==> src/rtl/txw_pkg.sv <==
package txw_pkg;
    localparam int PAGE_W     = 12;
    localparam int OFS_W      = 8;
    localparam int ADDR_W     = PAGE_W + OFS_W;
    localparam int DATA_W     = 32;
    localparam int TMR_W      = 16;
    localparam int WORD_BYTES = 4;
    localparam logic [OFS_W-1:0] OFS_LAST = OFS_W'((1 << OFS_W) - WORD_BYTES);

    typedef struct packed {
        logic [PAGE_W-1:0] page;
        logic [OFS_W-1:0]  ofs;
    } ring_pos_t;

    typedef struct packed {
        logic              valid;
        logic [DATA_W-1:0] data;
    } hold_t;

    function automatic ring_pos_t pos_step(input ring_pos_t p);
        ring_pos_t n;
        if (p.ofs == OFS_LAST) begin
            n.page = p.page + PAGE_W'(1);
            n.ofs  = '0;
        end else begin
            n.page = p.page;
            n.ofs  = p.ofs + OFS_W'(WORD_BYTES);
        end
        return n;
    endfunction
endpackage

==> src/rtl/txw_pos_ctr.sv <==
module txw_pos_ctr
    import txw_pkg::*;
(
    input  logic              clk,
    input  logic              rst,
    input  logic              load,
    input  logic [PAGE_W-1:0] load_page,
    input  logic              adv,
    output ring_pos_t         pos
);
    ring_pos_t pos_q;

    always_ff @(posedge clk) begin
        if (rst) begin
            pos_q <= '0;
        end else if (load) begin
            pos_q.page <= load_page;
            pos_q.ofs  <= '0;
        end else if (adv) begin
            pos_q <= pos_step(pos_q);
        end
    end

    assign pos = pos_q;
endmodule

==> src/rtl/txw_bus_timer.sv <==
module txw_bus_timer
    import txw_pkg::*;
#(
    parameter int BLINK_DIV = 4
) (
    input  logic             clk,
    input  logic             rst,
    input  logic             pending,
    input  logic             gnt,
    input  logic [TMR_W-1:0] period,
    input  logic             clr,
    output logic             abort,
    output logic             irq,
    output logic             blink
);
    localparam int BLK_W = (BLINK_DIV > 2) ? $clog2(BLINK_DIV) : 1;
    localparam logic [BLK_W-1:0] BLK_LAST = BLK_W'(BLINK_DIV - 1);

    logic [TMR_W-1:0] wait_q;
    logic [BLK_W-1:0] presc_q;
    logic             irq_q;
    logic             blink_q;

    assign abort = pending && !gnt && (period != '0) &&
                   (wait_q == period - TMR_W'(1));

    always_ff @(posedge clk) begin
        if (rst || !pending || gnt) begin
            wait_q <= '0;
        end else begin
            wait_q <= wait_q + TMR_W'(1);
        end
    end

    always_ff @(posedge clk) begin
        if (rst) begin
            irq_q <= 1'b0;
        end else if (abort) begin
            irq_q <= 1'b1;
        end else if (clr) begin
            irq_q <= 1'b0;
        end
    end

    always_ff @(posedge clk) begin
        if (rst || !irq_q) begin
            presc_q <= '0;
            blink_q <= 1'b0;
        end else if (presc_q == BLK_LAST) begin
            presc_q <= '0;
            blink_q <= !blink_q;
        end else begin
            presc_q <= presc_q + BLK_W'(1);
        end
    end

    assign irq   = irq_q;
    assign blink = blink_q && irq_q;
endmodule

==> src/rtl/tx_write_port.sv <==
module tx_write_port
    import txw_pkg::*;
#(
    parameter int BLINK_DIV = 4
) (
    input  logic              clk,
    input  logic              rst,
    input  logic              host_wr_en,
    input  logic [DATA_W-1:0] host_wr_data,
    input  logic              page_load,
    input  logic [PAGE_W-1:0] page_load_val,
    input  logic [TMR_W-1:0]  tmo_period,
    input  logic              irq_clear,
    input  logic              mem_gnt,
    output logic              mem_req,
    output logic [ADDR_W-1:0] mem_addr,
    output logic [DATA_W-1:0] mem_wdata,
    output logic              wr_ready,
    output logic              wr_busy,
    output logic              tmo_irq,
    output logic              led0,
    output logic              led1
);
    hold_t     hold_q;
    logic      ready_q;
    logic      accept;
    logic      done;
    logic      abort;
    logic      blink;
    ring_pos_t pos;

    assign accept = host_wr_en && !hold_q.valid;
    assign done   = hold_q.valid && mem_gnt;

    always_ff @(posedge clk) begin
        if (rst) begin
            hold_q  <= '0;
            ready_q <= 1'b0;
        end else begin
            ready_q <= done;
            if (accept) begin
                hold_q.valid <= 1'b1;
                hold_q.data  <= host_wr_data;
            end else if (done || abort) begin
                hold_q.valid <= 1'b0;
            end
        end
    end

    txw_pos_ctr u_pos (
        .clk       (clk),
        .rst       (rst),
        .load      (page_load),
        .load_page (page_load_val),
        .adv       (done),
        .pos       (pos)
    );

    txw_bus_timer #(.BLINK_DIV(BLINK_DIV)) u_tmr (
        .clk     (clk),
        .rst     (rst),
        .pending (hold_q.valid),
        .gnt     (mem_gnt),
        .period  (tmo_period),
        .clr     (irq_clear),
        .abort   (abort),
        .irq     (tmo_irq),
        .blink   (blink)
    );

    assign mem_req   = hold_q.valid;
    assign mem_addr  = pos;
    assign mem_wdata = hold_q.data;
    assign wr_ready  = ready_q;
    assign wr_busy   = hold_q.valid;
    assign led0      = blink;
    assign led1      = blink;
endmodule

==> config.mk <==
export PLATFORM = sky130hd
export DESIGN_NAME = tx_write_port
export DESIGN_NICKNAME = d
export VERILOG_FILES = /design/src/rtl/txw_pkg.sv /design/src/rtl/txw_pos_ctr.sv /design/src/rtl/txw_bus_timer.sv /design/src/rtl/tx_write_port.sv
export SDC_FILE = /design/constraint.sdc
export NUM_CORES = 1
export LEC_CHECK = 0
export BUFFER_PORTS_ARGS = -buffer_cell sky130_fd_sc_hd__buf_4
export CORE_UTILIZATION = 45
export CTS_CLUSTER_DIAMETER = 30
export DETAILED_ROUTE_END_ITERATION = 8
export PLACE_DENSITY = 0.74
export SLEW_MARGIN = 20
export SYNTH_ARGS = -nofsm -noshare
export SYNTH_HDL_FRONTEND = slang
export SYNTH_SLANG_ARGS = --single-unit
==> constraint.sdc <==
create_clock -name clk -period 1.84 [get_ports clk]
set_input_delay 0.184 -clock clk [delete_from_list [all_inputs] [get_ports clk]]
set_output_delay 0.184 -clock clk [all_outputs]
set_load 0.01 [all_outputs]
Word-level counts from Yosys, hierarchy flattened --
Index checks and enable logic that the tools add are counted.
Operators by class: add/subtract/negate cells 5, equal/unequal tests 3, multiplexer cells 7, reductions and logical operators 22
Operators with widths (number):
- $mux W20 | 3
- $add A16 B1 Y16 const B | 1
- $eq A16 B16 Y1 | 1
- $reduce_bool A16 Y1 | 1
- $sub A16 B1 Y16 const B | 1
- $add A12 B1 Y12 const B | 1
- $add A8 B3 Y8 const B | 1
- $eq A8 B8 Y1 const B | 1
- $reduce_bool A2 Y1 | 4
- $logic_and A1 B1 Y1 | 6
- $logic_not A1 Y1 | 4
- $logic_or A1 B1 Y1 | 4
- $mux W1 | 4
- $reduce_or A2 Y1 | 2
- $add A2 B1 Y2 const B | 1
- $eq A2 B2 Y1 const B | 1
- $reduce_and A2 Y1 | 1
Storage, ports and cells: bits in registers 74, input port bits 66, output and inout bits 58, word-level logic and storage cells 46

Depth between registers and ports, before layout --
Gate-level depths: netlist (run 1).
depth in word-level cells 7, depth in mapped cells 8, mapped depth without buffers 7

Modules after synthesis --
Synthesis (run 1) repeated with hierarchy kept, for this count alone.
Second synthesis, totals: cell total of the unflattened synthesis 436, area total of the unflattened synthesis 4129.0 um^2
Modules (own cells, without submodules):
- tx_write_port | instances 1, cells each 153, area each 1727.9 um^2
- txw_bus_timer | instances 1, cells each 164, area each 1385.1 um^2
- txw_pos_ctr | instances 1, cells each 119, area each 1016.0 um^2

Least setup slack after synthesis (run 1) --
No wires, ideal clock.
path kind register to register, start point reg u_pos.pos_q (netlist bit u_pos.pos[2]), end point reg u_pos.pos_q (netlist bit u_pos.pos[12]), arrival time 1.827 ns, path slack -0.078 ns, stages on the path, launching flop included 6, period minus slack after synthesis 1.918 ns, cell sequence dfxtp_1 ha_1 nand3_2 or4_4 or3_1 a311oi_1
Between the ends: longest elaborated chain between the ends 3
Ends and longest elaborated chain:
- from (decl) | line txw_pos_ctr.sv:11 | ring_pos_t pos_q;
- from (signal assigned) | line txw_pos_ctr.sv:20 | pos_q <= pos_step(pos_q);
- $eq A8 B8 Y1 | line txw_pkg.sv:22 | if (p.ofs == OFS_LAST) begin
- $reduce_bool A2 Y1 (no source line)
- $reduce_and A2 Y1 (no source line)
Every way passes these cells. A chain may end at the register's enable or synchronous reset.

Worst setup path after layout (run 1) --
Same ends and word-level chain as after synthesis.

==> results.yml, run 1 <==
routing:
  vias: 3440
  dr.pass1.iters: 4
  routed_via_density: 5.14
  antenna_left: 0
  wire_per_inst_um: 13.3
  totalWireLength_mm: 8.92
  drc: 0
  drtIter0Drc: 172
floorplanning:
  die_h_um: 90.4
  die_w_um: 90.4
  rows: 31
  boundaryPins: 124
  initial_core_util: 0.474
  die-area_um2: 8160
  core_um2: 7410
timing:
  setup_viol: 0
  slew_viol_final: 0
  max_clock_freq_mhz: 564
  rsz0062_at_grt: "true"
  tightest_slew_ps: 600
  whs_ps: 40.2
  hold_viol_final: 0
  period_needed_ps: 1770
  slew_headroom: 0.600
  period_share: 0.964
  fin_worst_skew_ps: 6.92
worst_setup_path:
  slowest_stage: "or4_4"
  start_kind: "flip-flop"
  required_ps: 2090
  rr_worst_depth: 5
  slowest_delay_ps: 530
  worst-setup-path-type: "reg2reg"
  path_max_fanout: 5
  critPathArrivalTime_ps: 2020
  end_kind: "flip-flop"
  worstPathCellList: "ha_4 -> nand3_4 -> or4_4 -> or3_1 -> a311oi_1"
clock_network:
  cts_max_path_buffers: 2
  cts_tree: "yes"
  clkTransAtPathRegs_ps: 70
  cts-root-buf: "clkbuf_8"
  hold_buffers: 0
  insertion_delay_ps: 340
  cts.sinks: 74
  cts_made_buffers: 9
  htree_levels: 3
synth:
  async_flop_share: 0
  synth_ff_type: "dfxtp_1"
  synth-seq-area-share: 0.422
  avgSynthCellArea_um2: 8.13
  syn_area_um2: 3510
  synthMuxAreaShare: 0.00855
  ys_warn_count: 0
  ys_types: 54
  yosys.area_share.adder: 0.0178
  netlist_instances: 432
  yosys.area_share.simple: 0.290
  synth-xor-area-share: 0.0997
  synth_top_family_by_area: "simple AND/OR/NAND/NOR gates"
  synth_fp_nets: 503
  ys_ff_latch: 74
  synth-edff-count: 0
  synth-compound-area-share: 0.125
global_route:
  grt_pass1_vias: 3327
  track_usage: 0.225
  grt_pass1_wl_mm: 15.0
  grt_overflow: 0
  antenna_found_initial: 0
  grt_max_degree: 50
final_layout:
  area_delta_synth_final_pct: 39.4
  final_area_um2: 4900
  fin_nets: 637
  diodes: 0
  fill_cells: 626
  drive_above_1_share: 0.311
status:
  status: "finished clean"
power_and_ir_drop:
  p_total_mw: 3.44
  cellLeakagePower_nw: 2.06
  irDropWorstVdd_v: 0.000419
  powerDensity_nw_per_um2: 702
flow_run:
  timing.max_cap.violations: 0
place:
  dpl-instance-area_um2: 4660
  numPortBuffers: 123
  dp_hpwl_mm: 6.71
  gp_congestion: 0.828
worst_hold_path:
  hold_depth: 2
  hold_class: "in2reg"
## sequential cells by signal, summed over array words and instances (netlist names)
name / count
mem_wdata: 32
u_pos.pos: 20
u_tmr.wait_q: 16
u_tmr.presc_q: 2
mem_req: 1
u_tmr.blink_q: 1
u_tmr.irq: 1
wr_ready: 1
## worst paths after layout
kind,to,from,slack (ps)
worst min-delay path,u_pos.pos[3],page_load,40
worst max-delay path,u_pos.pos[12],u_pos.pos[2],70
worst min register to register,u_tmr.presc_q[0],u_tmr.presc_q[0],430
worst max register to register,u_pos.pos[12],u_pos.pos[2],70
## cell usage in the layout, fill, tap and decap left out, types with 10 or more instances in the layout
cell / n
xor2_1: 21
a21oi_1: 36
buf_4: 146
nand3_1: 17
dfxtp_1: 71
xnor2_1: 19
nor2_1: 38
nor3_1: 13
a211oi_1: 10
clkbuf_8: 10
nand2_1: 83
## cell usage after synthesis, types with 3 or more instances
master / number / area share
nor4_1: 5 / 0.0089
nor4b_1: 4 / 0.010
or3_1: 5 / 0.0089
nor3b_1: 3 / 0.0064
a21oi_1: 36 / 0.051
nand2_1: 83 / 0.089
xnor2_1: 19 / 0.047
clkbuf_1: 19 / 0.020
nor2_1: 38 / 0.041
nand2b_1: 9 / 0.016
ha_1: 5 / 0.018
and3_1: 8 / 0.014
o21ai_0: 4 / 0.0057
nand3_1: 18 / 0.026
xor2_1: 21 / 0.052
inv_1: 9 / 0.0096
mux2i_1: 3 / 0.0085
dfxtp_1: 74 / 0.42
nand4_1: 6 / 0.011
nor3_1: 15 / 0.021
a211oi_1: 10 / 0.021
and2_1: 3 / 0.0053
## worst max-delay path, delay by kind of cell, from the launching register on
family	cells	cell delay [ps]
AO/OA/AOI/OAI	1	250
AND/OR/NAND/NOR	3	920
adder cells (fa/ha/maj)	1	140
flip-flops	1	370
## metal layers
layer / global-route usage / wire, um / vias up
li1: - / - / 1748
met1: 0.268 / 3870 / 1581
met2: 0.398 / 4470 / 98
met3: 0.0480 / 404 / 13
met4: 0.0780 / 173 / 0
met5: 0 / 0 / -
## through the flow
step / setup TNS, ps / utilization / worst slack, ps / cells
2_1_floorplan: 0 / - / 29.9 / 432
3_3_place_gp: 0 / 0.629 / 1.69 / 652
3_5_place_dp: -37.0 / 0.629 / -28.7 / 652
4_1_cts: 0 / 0.656 / 8.76 / 667
5_1_grt: -33.6 / 0.661 / -33.6 / 669
6_report: 0 / 0.661 / 66.7 / 669
## final cells by class
class,count,area [um^2],area share
inverters,10,37.5,0.00766
clock buffers,10,138,0.0281
multi-input cells,325,1960,0.400
well taps,99,124,0.0253
flip-flops and latches,74,1490,0.304
repair buffers,146,1100,0.224
clock inverters,5,55.1,0.0112
## repair_timing
action	CTS	global route
setup endpoints to repair	1	5
endpoints found under the hold margin	0	0
resized for setup	2	4
pin swaps	0	4
setup buffers	0	2
gates cloned	0	0
## cell families after synthesis
logic type      after synthesis
simple gates                209
xor+xnor                     40
flops                        74
fa+ha+maj                     5
mux                           3
compound gates               68
buf+inv                      33
## report_power, final
| part | leakage (nW) | switching, mW | internal (mW) |
|---|---|---|---|
| Combinational | 1.35 | 0.249 | 0.270 |
| Clock | 0.0941 | 0.563 | 0.650 |
| Sequential | 0.607 | 0.0435 | 1.66 |
| Total | 2.06 | 0.856 | 2.58 |
Note: power is estimated with default switching activity, not from simulation.
==> run 2, diff against run 1 <==
==> constraint.sdc (replaced) <==
create_clock -name clk -period 1.84 [get_ports clk]
set_input_delay 0.184 -clock clk [delete_from_list [all_inputs] [get_ports clk]]
set_output_delay 0.184 -clock clk [all_outputs]
set_load 0.05 [all_outputs]
==> run 2 against run 1 <==
Via count about the same. Sequential power about the same. Utilization is 0.46 points lower. Die area is the same. Worst hold slack got worse by 8.4 ps. Register-to-register slack got worse by 40 ps. Combinational power increased by 38%. Fmax is 2.2% lower. Setup slack worse by 40 ps. Final cell count shrank 1.2%. Non-clock buffer count shrank 9. Largest cell class unchanged.
==> results.yml, run 2 (same netlist as run 1, synthesis figures left out) <==
status:
  status: "finished clean"
worst_setup_path:
  worst-setup-path-type: "reg2reg"
  start_kind: "flip-flop"
  regToRegSetupSlack_ps: 30
  path_max_fanout: 5
  critPathArrivalTime_ps: 2070
  required_ps: 2100
  end_kind: "flip-flop"
clock_network:
  cts_setup_buffers: 0
  insertion_delay_ps: 340
  hold_buffers: 0
  cts-root-buf: "clkbuf_8"
  clkTransAtPathRegs_ps: 80
  cts_max_path_buffers: 2
  htree_levels: 3
  cts_tree: "yes"
  cts.sinks: 74
  cts_resized: 0
  cts_made_buffers: 9
global_route:
  grt_pass1_vias: 3195
  antenna_found_initial: 0
  grt_overflow: 0
  grt_pass1_wl_mm: 15.2
  grt_max_degree: 52
  track_usage: 0.230
final_layout:
  final_util: 0.657
  area_delta_synth_final_pct: 38.5
  largest_register_ffs: 32
  diodes: 0
  drive_above_1_share: 0.313
  layout_commonest_cell: "buf_4"
  mostFrequentLayoutCells: "136 x buf_4, 83 x nand2_1, 64 x dfxtp_1, 38 x nor2_1, 36 x a21oi_1"
  fin_nets: 628
  fill_cells: 655
worst_hold_path:
  hold_class: "in2reg"
power_and_ir_drop:
  irDropWorstVdd_v: 0.000456
  p_sw_mw: 1.11
  cellLeakagePower_nw: 2.03
  power_frac_clock: 0.347
  powerDensity_nw_per_um2: 762
  swShare: 0.299
  p_comb_frac: 0.193
  p_total_mw: 3.71
  p_int_mw: 2.60
  p_seq_frac: 0.460
floorplanning:
  die_w_um: 90.4
  boundaryPins: 124
  die_h_um: 90.4
  core_um2: 7410
  die-area_um2: 8160
  rows: 31
  initial_core_util: 0.474
timing:
  tightest_slew_ps: 551
  rsz0062_at_grt: "true"
  fin_worst_skew_ps: 7.35
  period_share: 0.985
  period_needed_ps: 1810
  slew_headroom: 0.633
  slew_viol_final: 0
  max_clock_freq_mhz: 552
  hold_viol_final: 0
  setup-tns-final_ps: 0
  setup_viol: 0
routing:
  drc: 0
  routed_via_density: 5.20
  drtIter0Drc: 122
  wire_per_inst_um: 13.9
  vias: 3438
  totalWireLength_mm: 9.21
  antenna_left: 0
  dr.pass1.iters: 4
place:
  numPortBuffers: 123
  dp_hpwl_mm: 6.86
  gp_congestion: 0.930
flow_run:
  timing.max_cap.violations: 0
## run 2: cell types whose count changed in the layout (fill, tap and decap cells not counted), sizes merged
cell / delta
clkinv: +3
buf: -9
clkinvlp: -2
## run 2: per-layer routing
metal / track usage / share of wire / wire length (um)
met1: 0.291 / 0.45 / 4130
met5: 0 / 0 / 0
met2: 0.380 / 0.48 / 4420
met4: 0.0995 / 0.026 / 243
met3: 0.0446 / 0.046 / 421
## run 2: cell type report
cell class                      count  area, um^2  share of cell area
Timing Repair Buffer              137        1040               0.214
Inverter                           10        37.5             0.00772
Clock inverter                      6        66.3              0.0136
Sequential cell                    74        1500               0.308
Clock buffer                       10         138              0.0283
Multi-Input combinational cell    325        1960               0.403
Tap cell                           99         124              0.0255
## run 2: worst max-delay path, cell delays in order (launching register included)
cell	delay, ps
dfxtp_2	330
nand4bb_4	240
or4_4	600
or3_1	340
a311oi_2	230
## run 2: worst paths after layout
kind	from	endpoint	cells after the start
worst max register to register	u_pos.pos[1]	u_pos.pos[12]	4
worst min-delay path	page_load	u_pos.pos[3]	2
worst min register to register	u_tmr.presc_q[0]	u_tmr.presc_q[0]	1
worst max-delay path	u_pos.pos[1]	u_pos.pos[12]	4
## run 2: power groups by stage
stage | clock, mW | sequential, mW | combinational [mW]
global placement | 0 | 1.74 | 0.705
detailed placement | 0 | 1.74 | 0.714
CTS | 1.33 | 1.71 | 0.716
finish | 1.28 | 1.71 | 0.716
floorplan | 0 | 1.96 | 0.205
global route | 1.39 | 1.71 | 0.763
## run 2: per-stage QoR
stage | hold slack (ps) | setup slack, ps | instance area [um^2] | cells
6_report | 31.8 | 27.1 | 4860 | 661
5_1_grt | 19.2 | -36.4 | 4860 | 661
4_1_cts | 1.98 | 15.3 | 4850 | 661
3_5_place_dp | 379 | -75.9 | 4640 | 645
3_3_place_gp | 379 | -7.01 | 4640 | 645
2_1_floorplan | 253 | -58.2 | 3570 | 432
